## config.mk

```make
export PLATFORM = sky130hd
export DESIGN_NAME = clamp_window_gen
export DESIGN_NICKNAME = d
export VERILOG_FILES = /design/src/rtl/cw_pkg.sv /design/src/rtl/cw_rst_sync.sv /design/src/rtl/cw_hsync_edge.sv /design/src/rtl/cw_line_cfg.sv /design/src/rtl/cw_pixel_count.sv /design/src/rtl/cw_pulse_shaper.sv /design/src/rtl/clamp_window_gen.sv
export SDC_FILE = /design/constraint.sdc
export NUM_CORES = 1
export LEC_CHECK = 0
export BUFFER_PORTS_ARGS = -buffer_cell sky130_fd_sc_hd__buf_2
export CAP_MARGIN = 20
export CORE_MARGIN = 10
export CORE_UTILIZATION = 58
export CTS_CLUSTER_DIAMETER = 60
export CTS_CLUSTER_SIZE = 30
export DETAILED_ROUTE_END_ITERATION = 6
export PLACE_DENSITY = 0.79
export SLEW_MARGIN = 20
export SYNTH_ARGS = -nofsm -noshare
export SYNTH_HDL_FRONTEND = slang
export SYNTH_SLANG_ARGS = --single-unit
```

## constraint.sdc

```tcl
create_clock -name clk_pix -period 2.22 [get_ports clk_pix]
set_input_delay 0.222 -clock clk_pix [delete_from_list [all_inputs] [get_ports clk_pix]]
set_output_delay 0.222 -clock clk_pix [all_outputs]
set_load 0.005 [all_outputs]
```

## src/rtl/cw_pkg.sv

```systemverilog
package cw_pkg;
  parameter int unsigned START_W   = 14;
  parameter int unsigned HI_W      = 6;
  parameter int unsigned WIDTH_W   = 8;
  parameter int unsigned START_DEF = 2;
  parameter int unsigned WIDTH_DEF = 16;

  typedef struct packed {
    logic [START_W-1:0] start;
    logic [WIDTH_W-1:0] width;
    logic               ac_en;
  } line_cfg_t;
endpackage

```

## src/rtl/cw_rst_sync.sv

```systemverilog
module cw_rst_sync #(
  parameter int unsigned STAGES = 2
) (
  input  logic clk,
  input  logic rst_n_in,
  output logic rst_n_out
);
  logic [STAGES-1:0] sync_q;
  logic [STAGES-1:0] sync_d;

  always_comb begin
    sync_d = {sync_q[STAGES-2:0], 1'b1};
  end

  always_ff @(posedge clk or negedge rst_n_in) begin
    if (!rst_n_in) sync_q <= '0;
    else           sync_q <= sync_d;
  end

  assign rst_n_out = sync_q[STAGES-1];
endmodule

```

## src/rtl/cw_hsync_edge.sv

```systemverilog
module cw_hsync_edge #(
  parameter bit ACT_HIGH = 1'b1
) (
  input  logic clk,
  input  logic rst_n,
  input  logic hsync_in,
  output logic trail_pulse
);
  logic       hs_lvl;
  logic [1:0] smp_q;
  logic [1:0] smp_d;

  generate
    if (ACT_HIGH) begin : g_pos
      assign hs_lvl = hsync_in;
    end else begin : g_neg
      assign hs_lvl = ~hsync_in;
    end
  endgenerate

  always_comb begin
    smp_d = {smp_q[0], hs_lvl};
  end

  always_ff @(posedge clk or negedge rst_n) begin
    if (!rst_n) smp_q <= '0;
    else        smp_q <= smp_d;
  end

  assign trail_pulse = smp_q[1] & ~smp_q[0];
endmodule

```

## src/rtl/cw_line_cfg.sv

```systemverilog
module cw_line_cfg
  import cw_pkg::*;
(
  input  logic               clk,
  input  logic               rst_n,
  input  logic               capture,
  input  logic [START_W-1:0] start_in,
  input  logic [WIDTH_W-1:0] width_in,
  input  logic               ac_in,
  output line_cfg_t          cfg_q
);
  line_cfg_t cfg_d;

  always_comb begin
    cfg_d = cfg_q;
    if (capture) begin
      cfg_d.start = start_in;
      cfg_d.width = width_in;
      cfg_d.ac_en = ac_in;
    end
  end

  always_ff @(posedge clk or negedge rst_n) begin
    if (!rst_n) begin
      cfg_q.start <= START_W'(START_DEF);
      cfg_q.width <= WIDTH_W'(WIDTH_DEF);
      cfg_q.ac_en <= 1'b0;
    end else begin
      cfg_q <= cfg_d;
    end
  end
endmodule

```

## src/rtl/cw_pixel_count.sv

```systemverilog
module cw_pixel_count
  import cw_pkg::*;
(
  input  logic               clk,
  input  logic               rst_n,
  input  logic               restart,
  input  logic [START_W-1:0] start_pos,
  output logic               hit,
  output logic               line_act
);
  localparam logic [START_W-1:0] CNT_MAX = {START_W{1'b1}};

  logic [START_W-1:0] cnt_q, cnt_d;
  logic               sat_q, sat_d;
  logic               act_q, act_d;

  always_comb begin
    cnt_d = cnt_q;
    sat_d = sat_q;
    act_d = act_q;
    if (restart) begin
      cnt_d = '0;
      sat_d = 1'b0;
      act_d = 1'b1;
    end else if (act_q) begin
      if (cnt_q != CNT_MAX) cnt_d = cnt_q + 1'b1;
      else                  sat_d = 1'b1;
    end
  end

  always_ff @(posedge clk or negedge rst_n) begin
    if (!rst_n) begin
      cnt_q <= '0;
      sat_q <= 1'b0;
      act_q <= 1'b0;
    end else begin
      cnt_q <= cnt_d;
      sat_q <= sat_d;
      act_q <= act_d;
    end
  end

  assign hit      = act_q & ~sat_q & ~restart & (cnt_q == start_pos);
  assign line_act = act_q;
endmodule

```

## src/rtl/cw_pulse_shaper.sv

```systemverilog
module cw_pulse_shaper
  import cw_pkg::*;
(
  input  logic               clk,
  input  logic               rst_n,
  input  logic               cut,
  input  logic               hit,
  input  logic [WIDTH_W-1:0] width,
  input  logic               ac_en,
  output logic               clamp,
  output logic               strobe
);
  logic [WIDTH_W-1:0] rem_q, rem_d;
  logic               stb_q, stb_d;

  always_comb begin
    rem_d = rem_q;
    stb_d = hit;
    if (cut)                         rem_d = '0;
    else if (hit && (width != '0))   rem_d = width;
    else if (rem_q != '0)            rem_d = rem_q - 1'b1;
  end

  always_ff @(posedge clk or negedge rst_n) begin
    if (!rst_n) begin
      rem_q <= '0;
      stb_q <= 1'b0;
    end else begin
      rem_q <= rem_d;
      stb_q <= stb_d;
    end
  end

  assign clamp  = (rem_q != '0) & ac_en;
  assign strobe = stb_q;
endmodule

```

## src/rtl/clamp_window_gen.sv

```systemverilog
module clamp_window_gen
  import cw_pkg::*;
#(
  parameter bit          HS_ACT_HIGH = 1'b1,
  parameter int unsigned RST_STAGES  = 2
) (
  input  logic                       clk_pix,
  input  logic                       rst_n,
  input  logic                       hsync_in,
  input  logic [HI_W-1:0]            start_hi,
  input  logic [START_W-HI_W-1:0]    start_lo,
  input  logic [WIDTH_W-1:0]         clamp_width,
  input  logic                       ac_coupled,
  output logic                       clamp_out,
  output logic                       meas_strobe
);
  logic               rst_sync_n;
  logic               hs_fall;
  logic [START_W-1:0] start_all;
  line_cfg_t          line_cfg;
  logic               pos_hit;
  logic               line_act;

  assign start_all = {start_hi, start_lo};

  cw_rst_sync #(.STAGES(RST_STAGES)) u_rst (
    .clk(clk_pix), .rst_n_in(rst_n), .rst_n_out(rst_sync_n)
  );

  cw_hsync_edge #(.ACT_HIGH(HS_ACT_HIGH)) u_edge (
    .clk(clk_pix), .rst_n(rst_sync_n), .hsync_in(hsync_in), .trail_pulse(hs_fall)
  );

  cw_line_cfg u_cfg (
    .clk(clk_pix), .rst_n(rst_sync_n), .capture(hs_fall),
    .start_in(start_all), .width_in(clamp_width), .ac_in(ac_coupled),
    .cfg_q(line_cfg)
  );

  cw_pixel_count u_cnt (
    .clk(clk_pix), .rst_n(rst_sync_n), .restart(hs_fall),
    .start_pos(line_cfg.start), .hit(pos_hit), .line_act(line_act)
  );

  cw_pulse_shaper u_shp (
    .clk(clk_pix), .rst_n(rst_sync_n), .cut(hs_fall), .hit(pos_hit),
    .width(line_cfg.width), .ac_en(line_cfg.ac_en),
    .clamp(clamp_out), .strobe(meas_strobe)
  );
endmodule

```

# After elaboration in Yosys (flattened, before gate mapping)
# Index checks and enable logic that the tools add are counted.
# word_totals
ff_bits,52
in_bits,26
out_inout_bits,2
# op_classes
bitwise,8
add_sub_neg,2
n_mux,9
reduce_logical,8
eq_ne,3
# ops
cell,n
14-bit two-way mux,3
8-bit two-way mux,3
8-bit nonzero test,2
14-bit by 1-bit adder with 14-bit output (second input constant),1
14-bit == test,1
14-bit != test (second input constant),1
8-bit by 1-bit subtractor with 8-bit output (second input constant),1
1-bit bitwise AND,5
2-bit AND reduction,2
2-bit nonzero test,2
1-bit two-way mux,3
1-bit inverter,3
3-bit nonzero test,1
2-bit by 1-bit != test with 1-bit output (second input constant),1
1-bit logical AND,1

# Logic depth before layout (Yosys ltp)
# depth
ltp_word,8
ltp_mapped,7
mapped_depth_nobuf,7

# Hierarchy
# A second synthesis with hierarchy kept.
# hier_totals
cells_unflattened,226
hier_area_um2,2616.3
# modules_own_cells
module,area_each_um2,instances,seq_area_each_um2,cells_each
cw_pixel_count,1084.8,1,400.4,115
cw_line_cfg,859.6,1,578.1,48
cw_pulse_shaper,554.3,1,225.2,57
cw_hsync_edge,63.8,1,50.0,3
cw_rst_sync,53.8,1,50.0,3

# Worst setup path before layout
# Ideal clock, no wire load.
# synth_timing
path_type,reg-to-reg
from,register u_cnt.cnt_q[11]
to,register u_shp.rem_q[6]
path_stages_with_launch,7
n_path_buf,1
arrival_ns,1.512
t_required_ns,2.141
path_slack_ns,0.628
cell_sequence,dfrtp_1 -> xor2_1 -> nor4_2 -> and4_1 -> buf_4 -> and3_4 -> mux2i_1
# synth_between
elab_chain_cells,5
# synth_lines
element,line_no,rtl
from (decl),cw_pixel_count.sv:13,"logic [START_W-1:0] cnt_q, cnt_d;"
from (signal assigned),cw_pixel_count.sv:37,cnt_q <= cnt_d;
14-bit == test (*),cw_pixel_count.sv:43,assign hit = act_q & ~sat_q & ~restart & (cnt_q == start_pos);
1-bit bitwise AND (*),cw_pixel_count.sv:43,
1-bit logical AND (*),cw_pulse_shaper.sv:20,else if (hit && (width != '0)) rem_d = width;
8-bit two-way mux,cw_pulse_shaper.sv:20,
8-bit two-way mux,cw_pulse_shaper.sv:19,if (cut) rem_d = '0;
to (signal assigned),cw_pulse_shaper.sv:29,rem_q <= rem_d;
to (decl),cw_pulse_shaper.sv:13,"logic [WIDTH_W-1:0] rem_q, rem_d;"
# Every way passes the cells marked *; elsewhere a longest branch is shown, timed or not.
# A chain may end at the register's enable or synchronous reset.

# Worst setup path after layout
# layout_timing
from,register u_shp.rem_q[0]
to,output clamp_out
# layout_between
elab_chain_cells,2
# layout_lines
element,line_no,rtl
8-bit nonzero test,cw_pulse_shaper.sv:34,assign clamp = (rem_q != '0) & ac_en;
1-bit bitwise AND,cw_pulse_shaper.sv:34,
to (decl),clamp_window_gen.sv:14,"output logic clamp_out,"
# Every way passes these cells.

==> out/results.ini <==
[floorplanning]
start_util_pct = 60.3
die-area_sq_um = 7610
coreArea_sq_um = 4350
rows = 24
die_w_um = 87.3
io-pin-count = 28
die_y_um = 87.3

[place]
dp_hpwl_um = 3830
portBuffers = 27
placed_cells = 350
gp_congestion = 0.793

[finish]
num-fill-cells = 351
final_common_cell = nand2_1
final_cell_mix = nand2_1, dfrtp_1, buf_2
multiInputGateArea_sq_um = 1240
final_nets = 335
fin_cells = 359
syn2layout_area_growth_pct = 11.2
regArea_sq_um = 1310
fin_util_pct = 67.0
diodes = 0
layout-drive-gt1-share_pct = 19.2

[global_routing]
antenna_found_initial = 0
grt_usage_pct = 14.7
globalRouteOverflowTotal = 0
grt_pass1_wl_um = 8950
grt_pass1_vias = 1963
grt_start_max_net_pins = 41

[run_status]
outcome = complete, no violations

[pwr]
power.total_mw = 2.53
peakVddDrop_uv = 540
p_leak_nw = 1.45
powerDensity_nw_per_um2 = 869

[synthesis]
postSynthAreaPerCell_sq_um = 9.44
yosys_warnings = 0
synth.ff_latch_count = 52
synth_top_area_share_pct = 47.7
synth_fp_nets = 307
ys_top_cells_by_area = dfrtp_1, nand2_1, xor2_1, xnor2_1, nor2_1
synth_area_sq_um = 2620
ys_types = 40
synth_seq_area_share_pct = 49.7
synthCells = 278
yosysTopAreaCell = dfrtp_1

[clock_tree]
clkLatencyLatePin_ps = 310
postCtsSetupRepairBufs = 0
cts_tree = built
cts_resized = 0
root_buffer = clkbuf_8
numCtsBuffers = 5
cts_sinks = 52
clkTransAtPathRegs_ps = 90
ctsLongestPathBuffers = 2
cts-htree-levels = 2
cts.hold.buffers_added = 1

[timing]
period_needed_ps = 2030
slew_headroom_pct = 56.9
rsz0062_at_grt = false
setup-violations-final = 0
fin_crit_sh_pct = 91.4
maxSlewViolCount = 0
fmax_mhz = 493
hold_viol = 0
worst_pin_slew_ps = 647
setup_tns_ps = 0
skew_ps = 8.58

[routing]
wire_per_inst_um = 14.3
vias = 1914
post-route-drc-count = 0
drt_wl_total_um = 5120
antenna_left = 0
drtIter0Drc = 131
drt-pass1-iter-count = 4
routed_via_density = 5.33

[critical_path]
worstSetupPathType = reg -> out
crit_fanout = 4
cp.required_ps = 2000
cp-end-kind = output port
crit_arrival_ps = 1810
worstSetupStartpointType = flop

[job]
maxCapViolCount = 0

[min_path]
hp-class = in -> reg

-- power by group --
part / switching (mW) / internal, mW
Combinational: 0.335 / 0.320
Sequential: 0.146 / 1.09
Clock: 0.308 / 0.334
-- cell families (layout without fill, tap and decap cells) --
group	Yosys count	after routing	share of synthesized area [%]
xor gates and xnor gates	29	29	9.68
other	1	1	0.143
adders and majority gates	3	3	1.43
and+or+nand+nor	154	154	29.1
DFF	52	52	49.7
buffers and inverters	16	45	3.24
AOI/OAI and AO/OA	17	17	4.34
muxes	6	6	2.38
-- flip-flops by register name (all words and copies together) (netlist names) --
register / flops
u_shp.rem_q: 8
u_cnt.cnt_q: 14
u_cfg.cfg_q: 23
u_rst.sync_q: 2
u_cnt.sat_q: 1
u_shp.strobe: 1
u_cnt.line_act: 1
u_edge.smp_q: 2
-- cells in the mapped netlist, drive strengths merged --
master  number
a21oi        8
a311oi       1
and2         4
and3         1
and4         3
buf          4
clkbuf       8
conb         1
dfrtp       50
dfstp        2
ha           3
inv          4
mux2         2
mux2i        4
nand2       84
nand2b       3
nand3       12
nand4        8
nor2        20
nor2b        1
nor3         5
nor3b        2
nor4        10
o21ai        7
o2bb2a       1
or3          1
xnor2       11
xor2        18
-- layer usage --
layer  up-vias  GRT usage, %  share of wire (%)
met5         -             0                  0
met4         0          6.67                1.7
met3         9          2.72                2.0
met2        13          25.7                 53
met1       919          17.0                 43
li1        973             -                  -
-- final timing paths --
path / startpoint / endpoint / slack (ps) / cells past startpoint
max: u_shp.rem_q[0] / clamp_out / 190 / 6
min: hsync_in / u_edge.smp_q[0] / 20 / 1
max reg2reg: u_cnt.cnt_q[9] / u_shp.rem_q[6] / 420 / 5
min reg2reg: u_rst.sync_q[1] / u_cnt.sat_q / 300 / 0
max in group asynchronous: u_rst.sync_q[1] / u_cfg.cfg_q[5] / 1270 / 1
min in group asynchronous: rst_n / u_rst.sync_q[1] / 220 / 2
-- critical path: stages, from the launching register on --
cell and delay (ps):
dfrtp_1 420, inv_1 90, ha_1 140, nor3b_1 340
nand2_1 200, and2_1 200, buf_2 120
-- cell type report --
class / count / share of cell area, %
flip-flops and latches: 52 / 44.7
well taps: 52 / 2.23
clock inverters: 3 / 1.46
clock buffers: 5 / 2.36
inverters: 4 / 0.515
multi-input cells: 210 / 42.4
repair buffers: 33 / 6.26
-- per-stage QoR --
step	hold slack, ps	setup WS [ps]	instance area (sq um)
floorplan	-73.6	628	2620
global placement	6.61	482	2800
detailed placement	7.55	421	2800
CTS	9.88	166	2920
global route	8.12	52.9	2920
finish	19.4	192	2920
No activity file was read; power rests on OpenSTA's default activity.
